## config.mk

```make
export PLATFORM = sky130hd
export DESIGN_NAME = wdt_pulse_toggle
export DESIGN_NICKNAME = d
export VERILOG_FILES = /design/src/rtl/wdt_pkg.sv /design/src/rtl/wdt_tick_gen.sv /design/src/rtl/wdt_counter.sv /design/src/rtl/wdt_wave.sv /design/src/rtl/wdt_pin_hold.sv /design/src/rtl/wdt_pulse_toggle.sv
export SDC_FILE = /design/constraint.sdc
export NUM_CORES = 1
export LEC_CHECK = 0
export ABC_AREA = 1
export BUFFER_PORTS_ARGS = -buffer_cell sky130_fd_sc_hd__buf_4
export CORE_MARGIN = 3
export CORE_UTILIZATION = 54
export DETAILED_ROUTE_END_ITERATION = 16
export PLACE_DENSITY = 0.85
export SLEW_MARGIN = 20
export SYNTH_ARGS = -nofsm -noshare
export SYNTH_HDL_FRONTEND = slang
export SYNTH_SLANG_ARGS = --single-unit
```

## constraint.sdc

```tcl
create_clock -name clk -period 2.3 [get_ports clk]
set_clock_uncertainty 0.1 [all_clocks]
set_input_delay 0.115 -clock clk [delete_from_list [all_inputs] [get_ports clk]]
set_output_delay 0.115 -clock clk [all_outputs]
set_load 0.02 [all_outputs]
```

## src/rtl/wdt_pkg.sv

```systemverilog
package wdt_pkg;
   // Control word bit positions (decoded by wdt_pulse_toggle)
   localparam int CTL_W       = 10;
   localparam int STAT_CMP    = 0;
   localparam int STAT_OVF    = 1;
   localparam int MODE_W      = 4;
   localparam logic [MODE_W-1:0] MODE_PULSE  = 4'b1001;
   localparam logic [MODE_W-1:0] MODE_TOGGLE = 4'b1010;

   typedef struct packed {
      logic [MODE_W-1:0] mode;  // 9:6
      logic              src;   // 5  1 = external tick
      logic              oie;   // 4
      logic              cie;   // 3
      logic              inv;   // 2
      logic              rld;   // 1
      logic              en;    // 0
   } ctl_t;
endpackage

```

## src/rtl/wdt_tick_gen.sv

```systemverilog
module wdt_tick_gen (
   input  logic clk,
   input  logic rst_n,
   input  logic run,
   input  logic src_ext,
   input  logic tick_i,
   output logic tclk_en
);
   logic div_q;

   // Halved system clock: held low while stopped so the first
   // tick lands on the second edge after enabling.
   always_ff @(posedge clk or negedge rst_n) begin
      if (!rst_n)    div_q <= 1'b0;
      else if (!run) div_q <= 1'b0;
      else           div_q <= ~div_q;
   end

   assign tclk_en = run & (src_ext ? tick_i : div_q);
endmodule

```

## src/rtl/wdt_counter.sv

```systemverilog
module wdt_counter #(
   parameter int CNT_W = 24
) (
   input  logic             clk,
   input  logic             rst_n,
   input  logic             run,
   input  logic             start,
   input  logic             tclk_en,
   input  logic             rld,
   input  logic             wr_load,
   input  logic             wr_cmp,
   input  logic [CNT_W-1:0] wdata,
   output logic [CNT_W-1:0] cnt_o,
   output logic [CNT_W-1:0] cmp_o,
   output logic             cmp_hit_o,
   output logic             ovf_evt_o
);
   localparam logic [CNT_W-1:0] CNT_MAX = '1;

   logic [CNT_W-1:0] cnt_q, load_q, cmp_q, cnt_nxt;
   logic             cnt_we, wrap;

   always_comb begin
      cnt_nxt = cnt_q;
      cnt_we  = 1'b0;
      wrap    = 1'b0;
      if (start) begin
         cnt_nxt = load_q;
         cnt_we  = 1'b1;
      end else if (run && wr_load) begin
         cnt_nxt = wdata;
         cnt_we  = 1'b1;
      end else if (tclk_en) begin
         cnt_we = 1'b1;
         if (rld && (cnt_q == cmp_q)) begin
            cnt_nxt = load_q;
         end else begin
            cnt_nxt = cnt_q + 1'b1;
            wrap    = (cnt_q == CNT_MAX);
         end
      end
   end

   always_ff @(posedge clk or negedge rst_n) begin
      if (!rst_n) begin
         cnt_q  <= '0;
         load_q <= '0;
         cmp_q  <= '0;
      end else begin
         if (cnt_we)  cnt_q  <= cnt_nxt;
         if (wr_load) load_q <= wdata;
         if (wr_cmp)  cmp_q  <= wdata;
      end
   end

   assign cnt_o     = cnt_q;
   assign cmp_o     = cmp_q;
   assign cmp_hit_o = cnt_we && (cnt_nxt == cmp_q);
   assign ovf_evt_o = wrap;
endmodule

```

## src/rtl/wdt_wave.sv

```systemverilog
module wdt_wave (
   input  logic clk,
   input  logic rst_n,
   input  logic run,
   input  logic start,
   input  logic tclk_en,
   input  logic ovf_evt,
   input  logic inv,
   input  logic toggle_sel,
   output logic core_pin,
   output logic tog_o
);
   logic pulse_q, flip_q;

   always_ff @(posedge clk or negedge rst_n) begin
      if (!rst_n) begin
         pulse_q <= 1'b0;
         flip_q  <= 1'b0;
      end else begin
         if (start || !run) pulse_q <= 1'b0;
         else if (tclk_en)  pulse_q <= ovf_evt;
         if (start)         flip_q  <= 1'b0;
         else if (ovf_evt)  flip_q  <= ~flip_q;
      end
   end

   assign core_pin = run & (toggle_sel ? (inv ^ flip_q) : (~inv ^ pulse_q));
   assign tog_o    = flip_q;
endmodule

```

## src/rtl/wdt_pin_hold.sv

```systemverilog
module wdt_pin_hold #(
   parameter int HOLD_CYC = 3
) (
   input  logic clk,
   input  logic rst_n,
   input  logic core_pin,
   input  logic core_oe,
   output logic pin_o,
   output logic pin_oe_o
);
   logic pin_q, oe_q;

   if (HOLD_CYC > 0) begin : g_hold
      localparam int HW = $clog2(HOLD_CYC + 1);
      localparam logic [HW-1:0] HOLD_V = HW'(HOLD_CYC);
      logic [HW-1:0] hold_cnt;
      // Deliberately outside the reset it must outlast.
      always_ff @(posedge clk) begin
         if (rst_n) begin
            hold_cnt <= '0;
            pin_q    <= core_pin;
            oe_q     <= core_oe;
         end else if (hold_cnt != HOLD_V) begin
            hold_cnt <= hold_cnt + 1'b1;
         end else begin
            pin_q <= core_pin;
            oe_q  <= core_oe;
         end
      end
   end else begin : g_nohold
      always_ff @(posedge clk) begin
         pin_q <= core_pin;
         oe_q  <= core_oe;
      end
   end

   assign pin_o    = pin_q;
   assign pin_oe_o = oe_q;
endmodule

```

## src/rtl/wdt_pulse_toggle.sv

```systemverilog
module wdt_pulse_toggle
   import wdt_pkg::*;
#(
   parameter int CNT_W    = 24,
   parameter int HOLD_CYC = 3
) (
   input  logic             clk,
   input  logic             rst_n,
   input  logic             tick_i,
   input  logic             wr_ctrl,
   input  logic             wr_load,
   input  logic             wr_cmp,
   input  logic             wr_stat,
   input  logic [CNT_W-1:0] wdata,
   output logic [CNT_W-1:0] count_o,
   output logic             cmp_flag_o,
   output logic             ovf_flag_o,
   output logic             cmp_irq_o,
   output logic             ovf_irq_o,
   output logic             pin_o,
   output logic             pin_oe_o
);
   if (CNT_W < CTL_W) begin : g_bad_width
      $error("CNT_W must cover the control word");
   end
   if (HOLD_CYC > 15) begin : g_bad_hold
      $error("HOLD_CYC out of range");
   end

   ctl_t             ctl_q, ctl_wr;
   logic             start, run, toggle_sel, tclk_en;
   logic             cmp_hit, ovf_evt, core_pin, tog_q;
   logic             cmp_flag_q, ovf_flag_q;
   logic [CNT_W-1:0] cnt_q, cmp_q;

   assign ctl_wr     = ctl_t'(wdata[CTL_W-1:0]);
   assign run        = ctl_q.en;
   assign start      = wr_ctrl & ctl_wr.en & ~ctl_q.en;
   assign toggle_sel = (ctl_q.mode == MODE_TOGGLE);

   always_ff @(posedge clk or negedge rst_n) begin
      if (!rst_n) begin
         ctl_q      <= '0;
         cmp_flag_q <= 1'b0;
         ovf_flag_q <= 1'b0;
      end else begin
         if (wr_ctrl) ctl_q <= ctl_wr;
         if (cmp_hit)                          cmp_flag_q <= 1'b1;
         else if (wr_stat && wdata[STAT_CMP])  cmp_flag_q <= 1'b0;
         if (ovf_evt)                          ovf_flag_q <= 1'b1;
         else if (wr_stat && wdata[STAT_OVF])  ovf_flag_q <= 1'b0;
      end
   end

   wdt_tick_gen u_tick (
      .clk     (clk),
      .rst_n   (rst_n),
      .run     (run),
      .src_ext (ctl_q.src),
      .tick_i  (tick_i),
      .tclk_en (tclk_en)
   );

   wdt_counter #(.CNT_W(CNT_W)) u_cnt (
      .clk       (clk),
      .rst_n     (rst_n),
      .run       (run),
      .start     (start),
      .tclk_en   (tclk_en),
      .rld       (ctl_q.rld),
      .wr_load   (wr_load),
      .wr_cmp    (wr_cmp),
      .wdata     (wdata),
      .cnt_o     (cnt_q),
      .cmp_o     (cmp_q),
      .cmp_hit_o (cmp_hit),
      .ovf_evt_o (ovf_evt)
   );

   wdt_wave u_wave (
      .clk        (clk),
      .rst_n      (rst_n),
      .run        (run),
      .start      (start),
      .tclk_en    (tclk_en),
      .ovf_evt    (ovf_evt),
      .inv        (ctl_q.inv),
      .toggle_sel (toggle_sel),
      .core_pin   (core_pin),
      .tog_o      (tog_q)
   );

   wdt_pin_hold #(.HOLD_CYC(HOLD_CYC)) u_pin (
      .clk      (clk),
      .rst_n    (rst_n),
      .core_pin (core_pin),
      .core_oe  (run),
      .pin_o    (pin_o),
      .pin_oe_o (pin_oe_o)
   );

   assign count_o    = cnt_q;
   assign cmp_flag_o = cmp_flag_q;
   assign ovf_flag_o = ovf_flag_q;
   assign cmp_irq_o  = cmp_flag_q & ctl_q.cie;
   assign ovf_irq_o  = ovf_flag_q & ctl_q.oie;
endmodule

```

==> qor.yml <==
status: "finished, violations left"
violations: "setup timing"
portBuffers: 60
synth_fa_ha_area_share_pct: 0.416
slew_headroom_pct: 61.1
clkTransAtPathRegs_ns: 0.11
synth_fp_nets: 960
dp_hpwl_um: 15400
start_kind: "flop"
final_common_cell: "nand2_1"
maxSlewViolCount: 0
synth.area.mux_share_pct: 1.29
r2r_slack_ns: -0.37
drc: 0
start_util_pct: 57.0
powerDensity_mw_per_mm2: 741
ys_warn_count: 0
antenna_cells: 0
die_h_um: 112
grt_max_degree: 49
dr.pass1.iters: 5
area.sequential_mm2: 0.00229
drive_gt1_share_pct: 31.2
postLayoutSetupSlackWorst_ns: -0.372
hold_viol_final: 0
syn-mean-instance-area_um2: 6.49
min_path_type: "in2reg"
total_leakage_power_nw: 4.65
clk_latency_ns: 0.40
multiInputGateArea_mm2: 0.00331
routedWlPerCell_um: 17.5
synth_area_mm2: 0.00601
detail-route-antenna-nets: 0
area_growth_pct: 44.2
core-area_mm2: 0.0106
setup_viol: 2
ctsLongestPathBuffers: 2
synth_xor_area_share_pct: 2.75
path_class: "reg2reg"
synth_flop_cell: "dfrtp_1"
rsz0062_at_grt: "true"
drtIter0Drc: 871
num_vias: 7492
hold_ws_ns: 0.112
grt.overflow.total: 0
gp_congestion: 1.02
synth_edf_count: 2
synth_top_family_by_area: "simple AND/OR/NAND/NOR gates"
layout.nets: 1215
synth-seq-area-share_pct: 37.9
cts_tree: "done"
worstSetupEndpointType: "flop"
period_minus_slack_ns: 2.67
nFillCells: 667
crit_arrival_ns: 2.91
cts_max_level: 3
mostFrequentLayoutCells: "337 x nand2_1, 232 x buf_4, 113 x inv_1"
synth.distinct_cells: 38
clock.fmax_ghz: 0.374
io_pins: 61
rows: 37
synthSimpleGateAreaFrac_pct: 37.1
tns_ns: -0.441
ys_ff_latch: 91
antenna_found_initial: 0
hold_depth: 3
dieWidth_um: 112
cp_max_fo: 6
synth_cells: 927
reg2reg_depth: 21
vias_per_cell: 5.66
ir_drop_mv: 0.644
tritoncts.num_buffers: 9
cts_sinks: 91
grt_pass1_wl_um: 35300
synth_compound_area_share_pct: 9.53
fp.dieArea_mm2: 0.0124
drv_cap: 0
tightest_slew_ns: 0.584
grt_pass1_vias: 7232
required_ns: 2.54
totalWireLength_um: 23200
async_flop_share_pct: 95.6
track_usage_pct: 35.4
finalCritPeriodShare_pct: 116
root_buffer: "clkbuf_8"
[cell families after synthesis]
group / Yosys count
muxes: 7
and+or+nand+nor: 535
xor gates and xnor gates: 18
AOI/OAI and AO/OA: 113
buffers and inverters: 161
DFF: 91
adders and majority gates: 2
[power breakdown]
part	internal [mW]	switching [mW]
logic	1.45	1.78
registers	1.83	0.240
clock network	0.421	0.699
[routing by layer]
layer  vias up  track usage [%]  part of all wire [%]
met3       124             7.88                    11
met2       525             58.7                    46
met5         -                0                     0
li1       3410                -                     -
met4         0             17.8                   5.8
met1      3433             43.6                    37
[synth_stat cells (2+ instances only)]
library cell	count	area, um^2
dfrtp_1	87	2180
dfxtp_1	2	40.0
xnor2_1	3	26.3
o21ai_1	2	10.0
nand3_2	2	20.0
clkbuf_1	18	67.6
nand3_1	76	380
buf_2	4	20.0
xor2_1	14	123
o21ai_0	58	290
buf_6	4	45.0
edfxtp_1	2	60.1
nor2_4	3	33.8
a21oi_1	50	250
nand2_2	3	18.8
inv_2	10	37.5
inv_1	120	450
ha_1	2	25.0
mux2_2	6	67.6
nor2_1	57	214
nor2_2	6	37.5
dlygate4sd1_1	3	26.3
nand4_1	10	62.6
nand2_1	368	1380
nor3_1	4	20.0
[stage by stage]
step	util, %	area, um^2	setup slack [ns]	total power [mW]	cells
floorplan	-	6010	0.0243	3.42	927
global placement	73.2	7720	-0.303	4.78	1250
detailed placement	73.2	7720	-0.307	4.84	1250
CTS	79.1	8350	-0.178	6.06	1307
global route	82.1	8670	-0.581	6.77	1323
finish	82.1	8670	-0.372	6.42	1323
[final cells by class]
class | instances | share of cell area, %
clock buffers | 10 | 1.47
inverters | 131 | 5.67
well taps | 136 | 1.96
multi-input cells | 676 | 38.2
clock inverters | 6 | 0.650
flip-flops and latches | 91 | 26.4
repair buffers | 273 | 25.6
[state kept, by name, indices dropped and copies added (netlist names), 2 cells and up]
register and cells:
u_pin.g_hold.hold_cnt 2, u_cnt.cnt_o 24, ctl_q 9, u_cnt.load_q 24, u_cnt.cmp_o 24
[timing repair]
action | 4_1_cts | 5_1_grt
setup endpoints to repair | 4 | 23
setup buffers | 10 | 17
gates resized for setup | 20 | 68
endpoints found under the hold margin | 151 | 0
hold buffers | 30 | 0
pin swaps | 9 | 31
gates cloned | 1 | 0
[worst paths after layout]
path,from,endpoint
min,wr_cmp,u_cnt.cmp_o[6]
max in group asynchronous,rst_n,u_cnt.cnt_o[14]
min in group asynchronous,rst_n,u_cnt.cnt_o[8]
max reg2reg,u_cnt.cnt_o[7],cmp_flag_o
max,u_cnt.cnt_o[7],cmp_flag_o
min reg2reg,u_pin.g_hold.hold_cnt[1],u_pin.g_hold.hold_cnt[1]
[worst max-delay path, stage by stage (launching register included)]
cell and delay, ns:
dfrtp_1 0.44, nand2_1 0.13, nand2_1 0.08, nor2_1 0.15, nand2_1 0.10, nor2_2 0.15, nand3_2 0.11, nor2_4 0.17
buf_12 0.13, buf_8 0.11, nand2_1 0.05, nand3_1 0.07, nand2_1 0.06, nand2_1 0.09, nand2_1 0.08, nand2_1 0.08
nand2_1 0.06, nor2_1 0.12, nand2_1 0.11, nor2_1 0.11, nand3_1 0.08, nand2_1 0.06
Note: power is estimated with default switching activity, not from simulation.
